==> config.mk <==
export PLATFORM = sky130hd
export DESIGN_NAME = frame_tx_builder
export DESIGN_NICKNAME = d
export VERILOG_FILES = /design/src/rtl/fb_pkg.sv /design/src/rtl/fb_crc_step.sv /design/src/rtl/fb_len_count.sv /design/src/rtl/frame_tx_builder.sv
export SDC_FILE = /design/constraint.sdc
export NUM_CORES = 1
export LEC_CHECK = 0
export BUFFER_PORTS_ARGS = -buffer_cell sky130_fd_sc_hd__buf_2
export CAP_MARGIN = 0
export CORE_UTILIZATION = 60
export CTS_CLUSTER_SIZE = 16
export DETAILED_ROUTE_END_ITERATION = 10
export HOLD_SLACK_MARGIN = 0.05
export PLACE_DENSITY = 0.78
export RECOVER_POWER = 100
export SYNTH_ARGS = -nofsm -noshare
export SYNTH_HDL_FRONTEND = slang
export SYNTH_HIERARCHICAL = 1
export SYNTH_SLANG_ARGS = --single-unit
export TNS_END_PERCENT = 100
==> constraint.sdc <==
create_clock -name clk -period 5.09 [get_ports clk]
set_input_delay 1.018 -clock clk [delete_from_list [all_inputs] [get_ports clk]]
set_output_delay 1.018 -clock clk [all_outputs]
set_load 0.02 [all_outputs]
==> src/rtl/fb_pkg.sv <==
package fb_pkg;

    localparam int FB_DW = 32;

    localparam logic [FB_DW-1:0] FB_PRIM_SOF = 32'h3737B57C;
    localparam logic [FB_DW-1:0] FB_PRIM_EOF = 32'hD5D5B57C;
    localparam logic [FB_DW-1:0] FB_CRC_SEED = 32'h52325032;
    localparam logic [FB_DW-1:0] FB_CRC_POLY = 32'h04C11DB7;

    typedef enum logic [2:0] {
        ST_IDLE,
        ST_SOF,
        ST_DATA,
        ST_CRC,
        ST_EOF
    } fb_state_e;

    typedef struct packed {
        fb_state_e          st;
        logic               out_valid;
        logic [FB_DW-1:0]   out_data;
        logic               out_ctrl;
        logic               trunc;
        logic [FB_DW-1:0]   crc;
    } fb_regs_t;

endpackage

==> src/rtl/fb_crc_step.sv <==
// One full-word CRC update, unrolled as a chain of single-bit stages.
module fb_crc_step #(
    parameter int          W    = 32,
    parameter logic [W-1:0] POLY = 32'h04C11DB7
) (
    input  logic [W-1:0] crc_i,
    input  logic [W-1:0] data_i,
    output logic [W-1:0] crc_o
);

    logic [W:0][W-1:0] chain;

    assign chain[0] = crc_i;

    for (genvar g = 0; g < W; g++) begin : g_bit
        logic fb;
        assign fb           = chain[g][W-1] ^ data_i[W-1-g];
        assign chain[g+1]   = {chain[g][W-2:0], 1'b0} ^ ({W{fb}} & POLY);
    end

    assign crc_o = chain[W];

endmodule

==> src/rtl/fb_len_count.sv <==
// Counts accepted FIS Dwords and flags the final allowed position.
module fb_len_count #(
    parameter int LIMIT = 2048
) (
    input  logic clk,
    input  logic rst_n,
    input  logic clear,
    input  logic inc,
    output logic at_limit
);

    localparam int CW = (LIMIT > 1) ? $clog2(LIMIT) : 1;
    localparam logic [CW-1:0] LAST_POS = CW'(LIMIT - 1);

    logic [CW-1:0] cnt_d, cnt_q;

    always_comb begin
        cnt_d = cnt_q;
        if (clear) begin
            cnt_d = '0;
        end else if (inc && (cnt_q != LAST_POS)) begin
            cnt_d = cnt_q + 1'b1;
        end
    end

    always_ff @(posedge clk) begin
        if (!rst_n) begin
            cnt_q <= '0;
        end else begin
            cnt_q <= cnt_d;
        end
    end

    assign at_limit = (cnt_q == LAST_POS);

endmodule

==> src/rtl/frame_tx_builder.sv <==
module frame_tx_builder
    import fb_pkg::*;
#(
    parameter int MAX_FIS_DWORDS = 2048
) (
    input  logic             clk,
    input  logic             rst_n,
    input  logic             in_valid,
    input  logic [FB_DW-1:0] in_data,
    input  logic             in_last,
    output logic             in_ready,
    output logic             out_valid,
    output logic [FB_DW-1:0] out_data,
    output logic             out_ctrl,
    input  logic             out_ready,
    output logic             out_trunc
);

    fb_regs_t         r_d, r_q;
    logic             stage_free;
    logic             take;
    logic             at_limit;
    logic [FB_DW-1:0] crc_next;

    assign stage_free = !r_q.out_valid || out_ready;
    assign in_ready   = (r_q.st == ST_DATA) && stage_free;
    assign take       = in_ready && in_valid;

    fb_crc_step #(
        .W    (FB_DW),
        .POLY (FB_CRC_POLY)
    ) i_crc (
        .crc_i  (r_q.crc),
        .data_i (in_data),
        .crc_o  (crc_next)
    );

    fb_len_count #(
        .LIMIT (MAX_FIS_DWORDS)
    ) i_len (
        .clk      (clk),
        .rst_n    (rst_n),
        .clear    (r_q.st == ST_SOF),
        .inc      (take),
        .at_limit (at_limit)
    );

    always_comb begin
        r_d = r_q;
        if (stage_free) begin
            r_d.out_valid = 1'b0;
        end
        unique case (r_q.st)
            ST_IDLE: begin
                if (in_valid) begin
                    r_d.st = ST_SOF;
                end
            end
            ST_SOF: begin
                if (stage_free) begin
                    r_d.out_valid = 1'b1;
                    r_d.out_data  = FB_PRIM_SOF;
                    r_d.out_ctrl  = 1'b1;
                    r_d.trunc     = 1'b0;
                    r_d.crc       = FB_CRC_SEED;
                    r_d.st        = ST_DATA;
                end
            end
            ST_DATA: begin
                if (take) begin
                    r_d.out_valid = 1'b1;
                    r_d.out_data  = in_data;
                    r_d.out_ctrl  = 1'b0;
                    r_d.crc       = crc_next;
                    if (in_last || at_limit) begin
                        r_d.st = ST_CRC;
                    end
                    if (at_limit && !in_last) begin
                        r_d.trunc = 1'b1;
                    end
                end
            end
            ST_CRC: begin
                if (stage_free) begin
                    r_d.out_valid = 1'b1;
                    r_d.out_data  = r_q.crc;
                    r_d.out_ctrl  = 1'b0;
                    r_d.st        = ST_EOF;
                end
            end
            ST_EOF: begin
                if (stage_free) begin
                    r_d.out_valid = 1'b1;
                    r_d.out_data  = FB_PRIM_EOF;
                    r_d.out_ctrl  = 1'b1;
                    r_d.st        = ST_IDLE;
                end
            end
            default: begin
                r_d.st = ST_IDLE;
            end
        endcase
    end

    always_ff @(posedge clk) begin
        if (!rst_n) begin
            r_q.st        <= ST_IDLE;
            r_q.out_valid <= 1'b0;
            r_q.out_data  <= '0;
            r_q.out_ctrl  <= 1'b0;
            r_q.trunc     <= 1'b0;
            r_q.crc       <= FB_CRC_SEED;
        end else begin
            r_q <= r_d;
        end
    end

    assign out_valid = r_q.out_valid;
    assign out_data  = r_q.out_data;
    assign out_ctrl  = r_q.out_ctrl;
    assign out_trunc = r_q.trunc;

endmodule

==> reports/metrics.csv <==
stage,metric,value,unit
status,status,"finished, violations left",
status,failed_checks,"max-capacitance violations, max-slew violations",
grt,antenna_found_initial,0,
yosys,synth_area_leader_cell,dfxtp_1,
timing,layout_setup_ws,0.373,ns
clocking,root_buffer,clkbuf_16,
critical_path,path_class,in -> reg,
yosys,netlist_area,7070,um2
drt,drt_iter0_markers,497,
yosys,syn-num-nets,702,
grt,overflow,0,
timing,slew_violations,95,
drt,drc,0,
timing,rsz0062_at_grt,false,
place,portBuffers,72,
place,pre_cts_slack,0.159,ns
clocking,cts_made_buffers,9,
yosys,synthArstFlopShare,0,%
yosys,synth_edf_count,0,
drt,ant_nets,0,
floorplan,initial_core_util,61.7,%
clocking,htreeDepth,3,
clocking,cts_hold_buf,0,
timing,maxSlewHeadroom,-43.7,%
timing,hold_violations,0,
timing,period_share,92.7,%
timing,min_period,4.72,ns
yosys,synth-warning-count,6,
yosys,synth_cells,664,
timing,finClkSkew,0.00782,ns
drt,vias,5090,
floorplan,die-height,111,um
yosys,yosysSeqAreaShare,22.9,%
yosys,ys_ff_latch,81,
floorplan,coreArea,11500,um2
floorplan,die_w,111,um
timing,fmax,212,MHz
yosys,syn_area_per_cell,10.7,um2
grt,track_usage,30.9,%
drt,first_pass_iters,5,
drt,routed_via_density,5.99,
critical_path,startpoint_type,primary input,
timing,fin_tns_setup,0,ns
hold_path,hp-class,reg -> reg,
clocking,clock_path_buffers,2,
clocking,cts.clk_slew.worst_paths,0.06,ns
hold_path,holdPathStages,2,
drt,wl_per_cell,21.6,um
cells_and_area,finish.utilization,66.4,%
grt,grt_first_pass_wirelength,28700,um
cells_and_area,num_antenna_cells,0,
critical_path,reg2reg_depth,10,
yosys,synth_top_flop_cell,dfxtp_1,
cells_and_area,area_growth,7.57,%
yosys,synthTopCellsByArea,"dfxtp_1, xnor2_1, xnor3_1",
place,hpwl,14100,um
drt,routed_wl,18400,um
timing,finalSetupViolations,0,
critical_path,crit_arrival,4.94,ns
floorplan,row_count,39,
timing,worstMarginPinSlew,2.16,ns
critical_path,end_kind,flip-flop,
critical_path,critPathRequiredTime,5.31,ns
yosys,ys_types,55,
clocking,cts_tree,built,
cells_and_area,fin_nets,740,
grt,grt_max_degree,56,
floorplan,ios,73,
yosys,synth_top_cell_area_share,22.9,%
floorplan,die-area,12200,um2
clocking,cts_resized,0,
clocking,cts_setup_buffers,0,
job,drv_cap,2,
clocking,clkLatencyLatePin,0.35,ns
grt,first_global_vias,4982,
clocking,cts_num_sinks,81,
cells_and_area,layout-drive-gt1-share,19.4,%
place,gp_congestion,0.968,
critical_path,worstPathMaxFanout,5,
per-stage QoR:
stage / hold WS [ns] / std cells / area [um2]
floorplan: 0.447 / 664 / 7070
global placement: 0.461 / 834 / 7370
detailed placement: 0.474 / 834 / 7370
CTS: 0.487 / 850 / 7700
global route: 0.500 / 850 / 7610
finish: 0.487 / 850 / 7610
cells by family after synthesis:
group,count (synthesis),synth area share [%]
buf+inv,73,6.26
simple gates,130,8.63
flops,81,22.9
compound gates,129,14.4
fa+ha+maj,1,0.177
xor+xnor,250,47.6
registers in the layout (all words and copies together), names as in the netlist:
register / flops
out_data: 32
out_trunc: 1
out_valid: 1
i_len/cnt_q: 11
out_ctrl: 1
r_q: 35
cell usage in the layout (no fill, tap or decap), types with 5 or more instances in the layout:
cell | synthesis | routed
a21oi_1 | 6 | 6
a22oi_1 | 17 | 17
a31oi_1 | 6 | 6
buf_2 | 15 | 35
buf_4 | 35 | 22
clkbuf_1 | 16 | 40
clkbuf_16 | 0 | 9
dfxtp_1 | 81 | 81
nand2_1 | 63 | 63
nand3_1 | 16 | 16
nor2_1 | 20 | 20
nor3_1 | 6 | 6
o21ai_0 | 8 | 8
o221a_2 | 21 | 21
o22a_1 | 16 | 16
o22ai_1 | 32 | 32
o31ai_1 | 8 | 8
xnor2_1 | 122 | 124
xnor2_2 | 15 | 13
xnor2_4 | 9 | 9
xnor3_1 | 41 | 48
xnor3_2 | 14 | 7
xor2_1 | 38 | 39
xor2_2 | 6 | 5
path summary, 6_finish.rpt:
path	end	start	slack [ns]
worst max register to register	r_q[22]	r_q[28]	0.72
worst min register to register	out_data[14]	out_data[14]	0.49
worst max-delay path	r_q[8]	in_data[28]	0.37
worst min-delay path	out_data[14]	out_data[14]	0.49
critical path: stages:
cell     delay [ns]
buf_2          0.14
xnor2_2        0.31
xnor3_1        0.59
xor3_1         0.59
xnor3_1        0.44
xnor3_1        0.42
xnor3_1        0.56
xor2_2         0.30
xnor3_1        0.38
nand2_1        0.07
o22ai_1        0.11
cell usage after synthesis (all sizes together), types with 2 or more instances:
master and number:
inv 3, clkbuf 16, o21ai 10, a21oi 6, and3 3, buf 53
xor2 45, nand2 64, xor3 4, o22ai 32, nor2 21, o221a 21
a22oi 17, nand3 17, nand2b 3, xnor3 55, nand4 2, o31ai 8
xnor2 146, o22a 16, o211ai 4, nor2b 4, nor3 6, o211a 4
dfxtp 81, a31oi 6, or3 3
metal layers:
layer	wire (um)	vias up	share of wire, %	track usage, %
met5	0	-	0	0
met4	353	0	1.9	9.87
met3	1400	25	7.6	7.35
met2	8770	216	48	50.2
met1	7850	2471	43	40.7
li1	-	2378	-	-
final cells by class:
| type | instances | area, um2 |
|---|---|---|
| Inverter | 4 | 15.0 |
| Clock buffer | 11 | 243 |
| Tap cell | 143 | 179 |
| Clock inverter | 5 | 87.6 |
| Multi-Input combinational cell | 510 | 4980 |
| Sequential cell | 81 | 1620 |
| Timing Repair Buffer | 96 | 487 |
| Fill cell | 918 | 3860 |
Power is left out: the tool's default activity adds up to more than one toggle a clock period on the data nets, which glitch-free logic cannot reach.
